**config.mk**
```make
export PLATFORM = sky130hd
export DESIGN_NAME = dly2p_seq
export DESIGN_NICKNAME = d
export VERILOG_FILES = /design/src/rtl/dly2p_pkg.sv /design/src/rtl/dly2p_ctrl.sv /design/src/rtl/dly2p_drive.sv /design/src/rtl/dly2p_cmp.sv /design/src/rtl/dly2p_seq.sv
export SDC_FILE = /design/constraint.sdc
export NUM_CORES = 1
export LEC_CHECK = 0
export ABC_AREA = 1
export BUFFER_PORTS_ARGS = -buffer_cell sky130_fd_sc_hd__buf_2
export CAP_MARGIN = 20
export CORE_ASPECT_RATIO = 0.6
export CORE_MARGIN = 2
export CORE_UTILIZATION = 56
export DETAILED_ROUTE_END_ITERATION = 16
export GPL_TIMING_DRIVEN = 0
export PLACE_DENSITY = 0.84
export SYNTH_ARGS = -nofsm -noshare
export SYNTH_HDL_FRONTEND = slang
export SYNTH_SLANG_ARGS = --single-unit
export TNS_END_PERCENT = 50
```
**constraint.sdc**
```tcl
create_clock -name clk -period 2.4 [get_ports clk]
set_input_delay 0.72 -clock clk [delete_from_list [all_inputs] [get_ports clk]]
set_output_delay 0.72 -clock clk [all_outputs]
set_load 0.02 [all_outputs]
```
**src/rtl/dly2p_pkg.sv**
```systemverilog
package dly2p_pkg;

  typedef enum logic [1:0] {
    PH_IDLE   = 2'd0,
    PH_SETTLE = 2'd1,
    PH_FLIGHT = 2'd2
  } phase_t;

  // A programmed count of zero is promoted to one cycle.
  function automatic logic [31:0] at_least_one(input logic [31:0] n);
    return (n == 32'd0) ? 32'd1 : n;
  endfunction

endpackage

```
**src/rtl/dly2p_ctrl.sv**
```systemverilog
module dly2p_ctrl
  import dly2p_pkg::*;
#(
  parameter int CNTW = 8
) (
  input  logic            clk,
  input  logic            rst_n,
  input  logic            start,
  input  logic [CNTW-1:0] settle_cyc,
  input  logic [CNTW-1:0] cap_ivl,
  output logic            busy,
  output logic            accept_evt,
  output logic            launch_evt,
  output logic            capture_evt
);

  phase_t          phase_q;
  logic [CNTW-1:0] cnt_q;
  logic [CNTW-1:0] ivl_q;
  logic [CNTW-1:0] settle_eff;
  logic [CNTW-1:0] ivl_eff;
  logic            cnt_last;

  assign settle_eff = CNTW'(at_least_one(32'(settle_cyc)));
  assign ivl_eff    = CNTW'(at_least_one(32'(cap_ivl)));
  assign cnt_last   = (cnt_q == CNTW'(1));

  assign busy        = (phase_q != PH_IDLE);
  assign accept_evt  = (phase_q == PH_IDLE) && start;
  assign launch_evt  = (phase_q == PH_SETTLE) && cnt_last;
  assign capture_evt = (phase_q == PH_FLIGHT) && cnt_last;

  always_ff @(posedge clk or negedge rst_n) begin
    if (!rst_n) begin
      phase_q <= PH_IDLE;
      cnt_q   <= '0;
      ivl_q   <= '0;
    end else begin
      unique case (phase_q)
        PH_IDLE: begin
          if (start) begin
            phase_q <= PH_SETTLE;
            cnt_q   <= settle_eff;
            ivl_q   <= ivl_eff;
          end
        end
        PH_SETTLE: begin
          if (cnt_last) begin
            phase_q <= PH_FLIGHT;
            cnt_q   <= ivl_q;
          end else begin
            cnt_q <= cnt_q - CNTW'(1);
          end
        end
        PH_FLIGHT: begin
          if (cnt_last) begin
            phase_q <= PH_IDLE;
            cnt_q   <= '0;
          end else begin
            cnt_q <= cnt_q - CNTW'(1);
          end
        end
        default: phase_q <= PH_IDLE;
      endcase
    end
  end

endmodule

```
**src/rtl/dly2p_drive.sv**
```systemverilog
module dly2p_drive #(
  parameter int DW = 8
) (
  input  logic          clk,
  input  logic          rst_n,
  input  logic          accept_evt,
  input  logic          launch_evt,
  input  logic [DW-1:0] v1_vec,
  input  logic [DW-1:0] v2_vec,
  output logic [DW-1:0] dut_drive
);

  logic [DW-1:0] v2_q;

  // One register holds the whole bus so every bit launches on one edge.
  always_ff @(posedge clk or negedge rst_n) begin
    if (!rst_n) begin
      dut_drive <= '0;
      v2_q      <= '0;
    end else if (accept_evt) begin
      dut_drive <= v1_vec;
      v2_q      <= v2_vec;
    end else if (launch_evt) begin
      dut_drive <= v2_q;
    end
  end

endmodule

```
**src/rtl/dly2p_cmp.sv**
```systemverilog
module dly2p_cmp #(
  parameter int CW = 8
) (
  input  logic          clk,
  input  logic          rst_n,
  input  logic          accept_evt,
  input  logic          capture_evt,
  input  logic [CW-1:0] exp_resp,
  input  logic [CW-1:0] dut_capture,
  output logic          pass,
  output logic          fail,
  output logic          done,
  output logic [CW-1:0] fail_mask
);

  logic [CW-1:0] exp_q;
  logic [CW-1:0] diff;

  function automatic logic [CW-1:0] diff_bits(input logic [CW-1:0] a,
                                              input logic [CW-1:0] b);
    return a ^ b;
  endfunction

  assign diff = diff_bits(exp_q, dut_capture);

  always_ff @(posedge clk or negedge rst_n) begin
    if (!rst_n) begin
      exp_q     <= '0;
      pass      <= 1'b0;
      fail      <= 1'b0;
      done      <= 1'b0;
      fail_mask <= '0;
    end else begin
      done <= capture_evt;
      if (accept_evt) begin
        exp_q     <= exp_resp;
        pass      <= 1'b0;
        fail      <= 1'b0;
        fail_mask <= '0;
      end else if (capture_evt) begin
        fail_mask <= diff;
        fail      <= |diff;
        pass      <= ~|diff;
      end
    end
  end

endmodule

```
**src/rtl/dly2p_seq.sv**
```systemverilog
module dly2p_seq #(
  parameter int DW   = 8,
  parameter int CW   = 8,
  parameter int CNTW = 8
) (
  input  logic            clk,
  input  logic            rst_n,
  input  logic            start,
  input  logic [DW-1:0]   v1_vec,
  input  logic [DW-1:0]   v2_vec,
  input  logic [CW-1:0]   exp_resp,
  input  logic [CNTW-1:0] settle_cyc,
  input  logic [CNTW-1:0] cap_ivl,
  output logic [DW-1:0]   dut_drive,
  input  logic [CW-1:0]   dut_capture,
  output logic            busy,
  output logic            done,
  output logic            pass,
  output logic            fail,
  output logic [CW-1:0]   fail_mask
);

  logic accept_evt;
  logic launch_evt;
  logic capture_evt;

  dly2p_ctrl #(.CNTW(CNTW)) u_ctrl (
    .clk(clk), .rst_n(rst_n), .start(start),
    .settle_cyc(settle_cyc), .cap_ivl(cap_ivl),
    .busy(busy), .accept_evt(accept_evt),
    .launch_evt(launch_evt), .capture_evt(capture_evt)
  );

  dly2p_drive #(.DW(DW)) u_drive (
    .clk(clk), .rst_n(rst_n), .accept_evt(accept_evt),
    .launch_evt(launch_evt), .v1_vec(v1_vec), .v2_vec(v2_vec),
    .dut_drive(dut_drive)
  );

  dly2p_cmp #(.CW(CW)) u_cmp (
    .clk(clk), .rst_n(rst_n), .accept_evt(accept_evt),
    .capture_evt(capture_evt), .exp_resp(exp_resp),
    .dut_capture(dut_capture), .pass(pass), .fail(fail),
    .done(done), .fail_mask(fail_mask)
  );

endmodule

```
==> summary.txt <==
Status
  – Outcome: complete, no violations

Timing
  – Peak Freq: 0.486 GHz
  – Fin. Hold Viols: 0
  – TNS Setup: 0 ns
  – Slew margin rel.: 0.712
  – Unrepaired setup endpoints after global routing: false
  – Max Transition Viols Final: 0
  – Final setup fails: 0
  – Clock skew: between 0.01 and 0.015 ns
  – Slew @ Worst Pin: between 0.4 and 0.5 ns
  – Final min period: between 2 and 2.5 ns
  – Final Cycle Share: 0.857

Routing
  – DRC Markers: 0
  – WL/cell: ~13 um
  – Top layer in use: met4
  – DR WL met3: ~380 um
  – DR vias: approximately 2.4k
  – Met2 Wirelength: around 2500 um
  – Routed vias/inst: 4.98
  – DR iter-0 viols: around 230
  – WL final: between 6000 and 7000 um
  – Final ANT Viol Nets: 0
  – Metal-1 WL: between 3000 and 4000 um
  – Iteration count of the initial detailed-routing pass: 4

CTS
  – Clock Sink Count: between 50 and 60
  – Num CTS Buffers: 5
  – CTS tree: yes
  – Post-cts hold buffer count: 0
  – Register clock-pin slew on the reported worst setup and hold paths: around 0.10 ns
  – Post-CTS setup buffers: 0
  – Clk buf depth: 2
  – CTS H-tree depth: 2
  – Worst skew pair latency: slightly above 0.3 ns
  – Root buffer cell: clkbuf_8
  – Post-CTS sizing: 0

Synth
  – Average size of a mapped cell: roughly 8.1 sq um
  – YS warnings: 0
  – FF+latch count, synth: 53
  – Post-synthesis sequential area ratio: 0.496
  – Synthesized area: roughly 2700 sq um
  – Synth cell types: 28
  – Area leader, netlist: dfrtp_1
  – Top cell type's share of synthesized area: 0.496
  – Top cells by area, synth: dfrtp_1, nand2_1, nor2_1
  – Syn_nets: 387
  – Post-Syn Instances: around 330

Critical path
  – Most frequent CP cell: inv_1
  – Slowest cell on the critical path: dfrtp_1
  – Worst reg-to-reg setup slack: around 0.51 ns
  – Crit start category: register
  – Crit Path Class: reg -> out
  – Worst R2R Path Depth: 9
  – CP arrival: roughly 1.3 ns
  – Critical path peak fanout: 3
  – Worst EP required: around 1.7 ns
  – Worst Setup End Kind: output pin
  – Worst path max stage delay: just under 0.4 ns
  – CP Cell Sequence: inv_1 -> ha_1 -> inv_1 -> buf_2
  – Critical R2R Launch: u_ctrl.phase_q[0]
  – Reg-to-Reg End: u_ctrl.cnt_q[6]

GRT
  – Overflow after GRT: 0
  – First-pass GRT wire length: around 10000 um
  – Tot GR Track Use: 0.244
  – Vias in the first global route: around 2.2k
  – Initial antenna violation count: 0
  – Largest net degree at the start of global routing: 40

Power
  – VDD IR max: roughly 0.73 mV
  – Lkg Pwr: about 1.8 nW
  – Power density cells: approximately 1100 nW/um^2

Floorplan
  – Rows: 19
  – Initial Util: 0.582
  – Die ar.: roughly 5400 sq um
  – Die X: 93.2 um
  – Io pins: 71
  – Core area: between 4000 and 5000 sq um
  – Die Y: between 50 and 60 um

Job
  – Max-Cap Viols: 0

Finish
  – Share of cells above drive strength 1: 0.249
  – Area growth from synthesis to layout: 20.2%
  – Finished Core Util: 0.700
  – Inserted Diodes: 0
  – Net count, final: around 470

Place
  – PortBufs: 70
  – Placer congestion estimate: around 0.9
  – HPWL Detailed: ~4700 um

Min path
  – Worst Hold Class: in -> async
-- routing by layer --
| metal | vias to the layer above | global-route usage |
|---|---|---|
| met5 | - | 0 |
| met4 | 0 | 0.0441 |
| met3 | 4 | 0.0449 |
| met2 | 72 | 0.346 |
| met1 | 1079 | 0.396 |
| li1 | 1199 | - |
-- through the flow --
step	hold WS, ns	instance area (sq um)	cells	power, mW	worst slack [ns]
final	0.315	3210	473	3.55	0.344
after CTS	0.321	3210	473	3.55	0.340
after global routing	0.324	3210	473	3.83	0.285
after floorplan	0.424	2670	331	2.58	0.800
after global placement	0.447	3100	464	2.96	0.548
after detailed placement	0.454	3120	465	3.04	0.524
-- registers in the layout (all words and copies together) (netlist names) --
register and count:
u_cmp.fail 1, u_cmp.fail_mask 8, u_cmp.exp_q 8, u_drive.dut_drive 8, u_cmp.done 1, u_ctrl.phase_q 2, u_drive.v2_q 8, u_ctrl.cnt_q 8
u_ctrl.ivl_q 8, u_cmp.pass 1
-- area by class of cell --
class                      instances  area, sq um
clock inverter                     3         21.3
multi-input combinational        250         1210
buffer                             8         55.1
fill                             369         1380
clock buffer                       5         68.8
sequential                        53         1330
inverter                          20         75.1
timing repair buffer              71          370
tap                               63         78.8
-- synth_stat cells --
library cell and n:
a31oi_1 6, nor3_1 2, nand4_1 3, dfrtp_1 53, a21oi_1 10, o21ai_0 1
o21ai_2 1, nor2_8 1, xor2_1 9, nand2_1 142, clkbuf_1 2, buf_4 1
nand2_8 1, o22ai_1 2, nand2_4 4, nor2_4 2, nor4_1 1, inv_1 19
nor2_2 4, inv_2 1, a31oi_2 2, o21ai_1 1, nand3_1 19, nand3_2 1
ha_1 5, buf_12 1, nor2_1 33, buf_2 4
-- critical path, delay by kind of cell (launching register included) --
family	cells	cell delay (ns)
adder cells (fa/ha/maj)	1	0.28
flip-flops	1	0.39
buffers and inverters	3	0.36
-- worst max-delay path by stage --
stage | start | endpoint | depth (start not counted)
final | u_ctrl.phase_q[0] | busy | 4
after global routing | u_ctrl.phase_q[0] | busy | 4
after CTS | u_ctrl.phase_q[0] | busy | 4
after detailed placement | u_ctrl.phase_q[0] | u_ctrl.cnt_q[6] | 9
after global placement | u_ctrl.phase_q[0] | u_ctrl.cnt_q[6] | 9
after floorplan | u_ctrl.phase_q[0] | u_ctrl.cnt_q[5] | 9
-- cells by family after synthesis --
kind of cell | share of synthesized area
xor gates and xnor gates | 0.0295
DFF | 0.496
adders and majority gates | 0.0234
buffers and inverters | 0.0487
AOI/OAI and AO/OA | 0.0539
and+or+nand+nor | 0.348
-- report_power, final --
| part | leakage, nW | internal [mW] | switching, mW | total [mW] |
|---|---|---|---|---|
| sequential | 0.660 | 1.23 | 0.247 | 1.48 |
| combinational | 1.12 | 0.558 | 0.999 | 1.56 |
| clock | 0.0445 | 0.208 | 0.304 | 0.512 |
| total | 1.82 | 2.00 | 1.55 | 3.55 |
-- placed cells by master, fill, tap and decap left out, types with 2 or more instances in the layout --
| master | instances |
|---|---|
| a21oi_1 | 10 |
| inv_1 | 19 |
| buf_12 | 2 |
| buf_2 | 74 |
| clkbuf_8 | 5 |
| o22ai_1 | 2 |
| nor2_4 | 2 |
| a31oi_1 | 6 |
| clkbuf_1 | 2 |
| nand3_1 | 19 |
| nor2_1 | 33 |
| nand4_1 | 3 |
| nand2_1 | 142 |
| dfrtp_1 | 53 |
| a31oi_2 | 2 |
| xor2_1 | 9 |
| nor2_2 | 4 |
| ha_1 | 5 |
| nand2_4 | 4 |
| nor3_1 | 2 |
(Power assumes the default switching activity.)
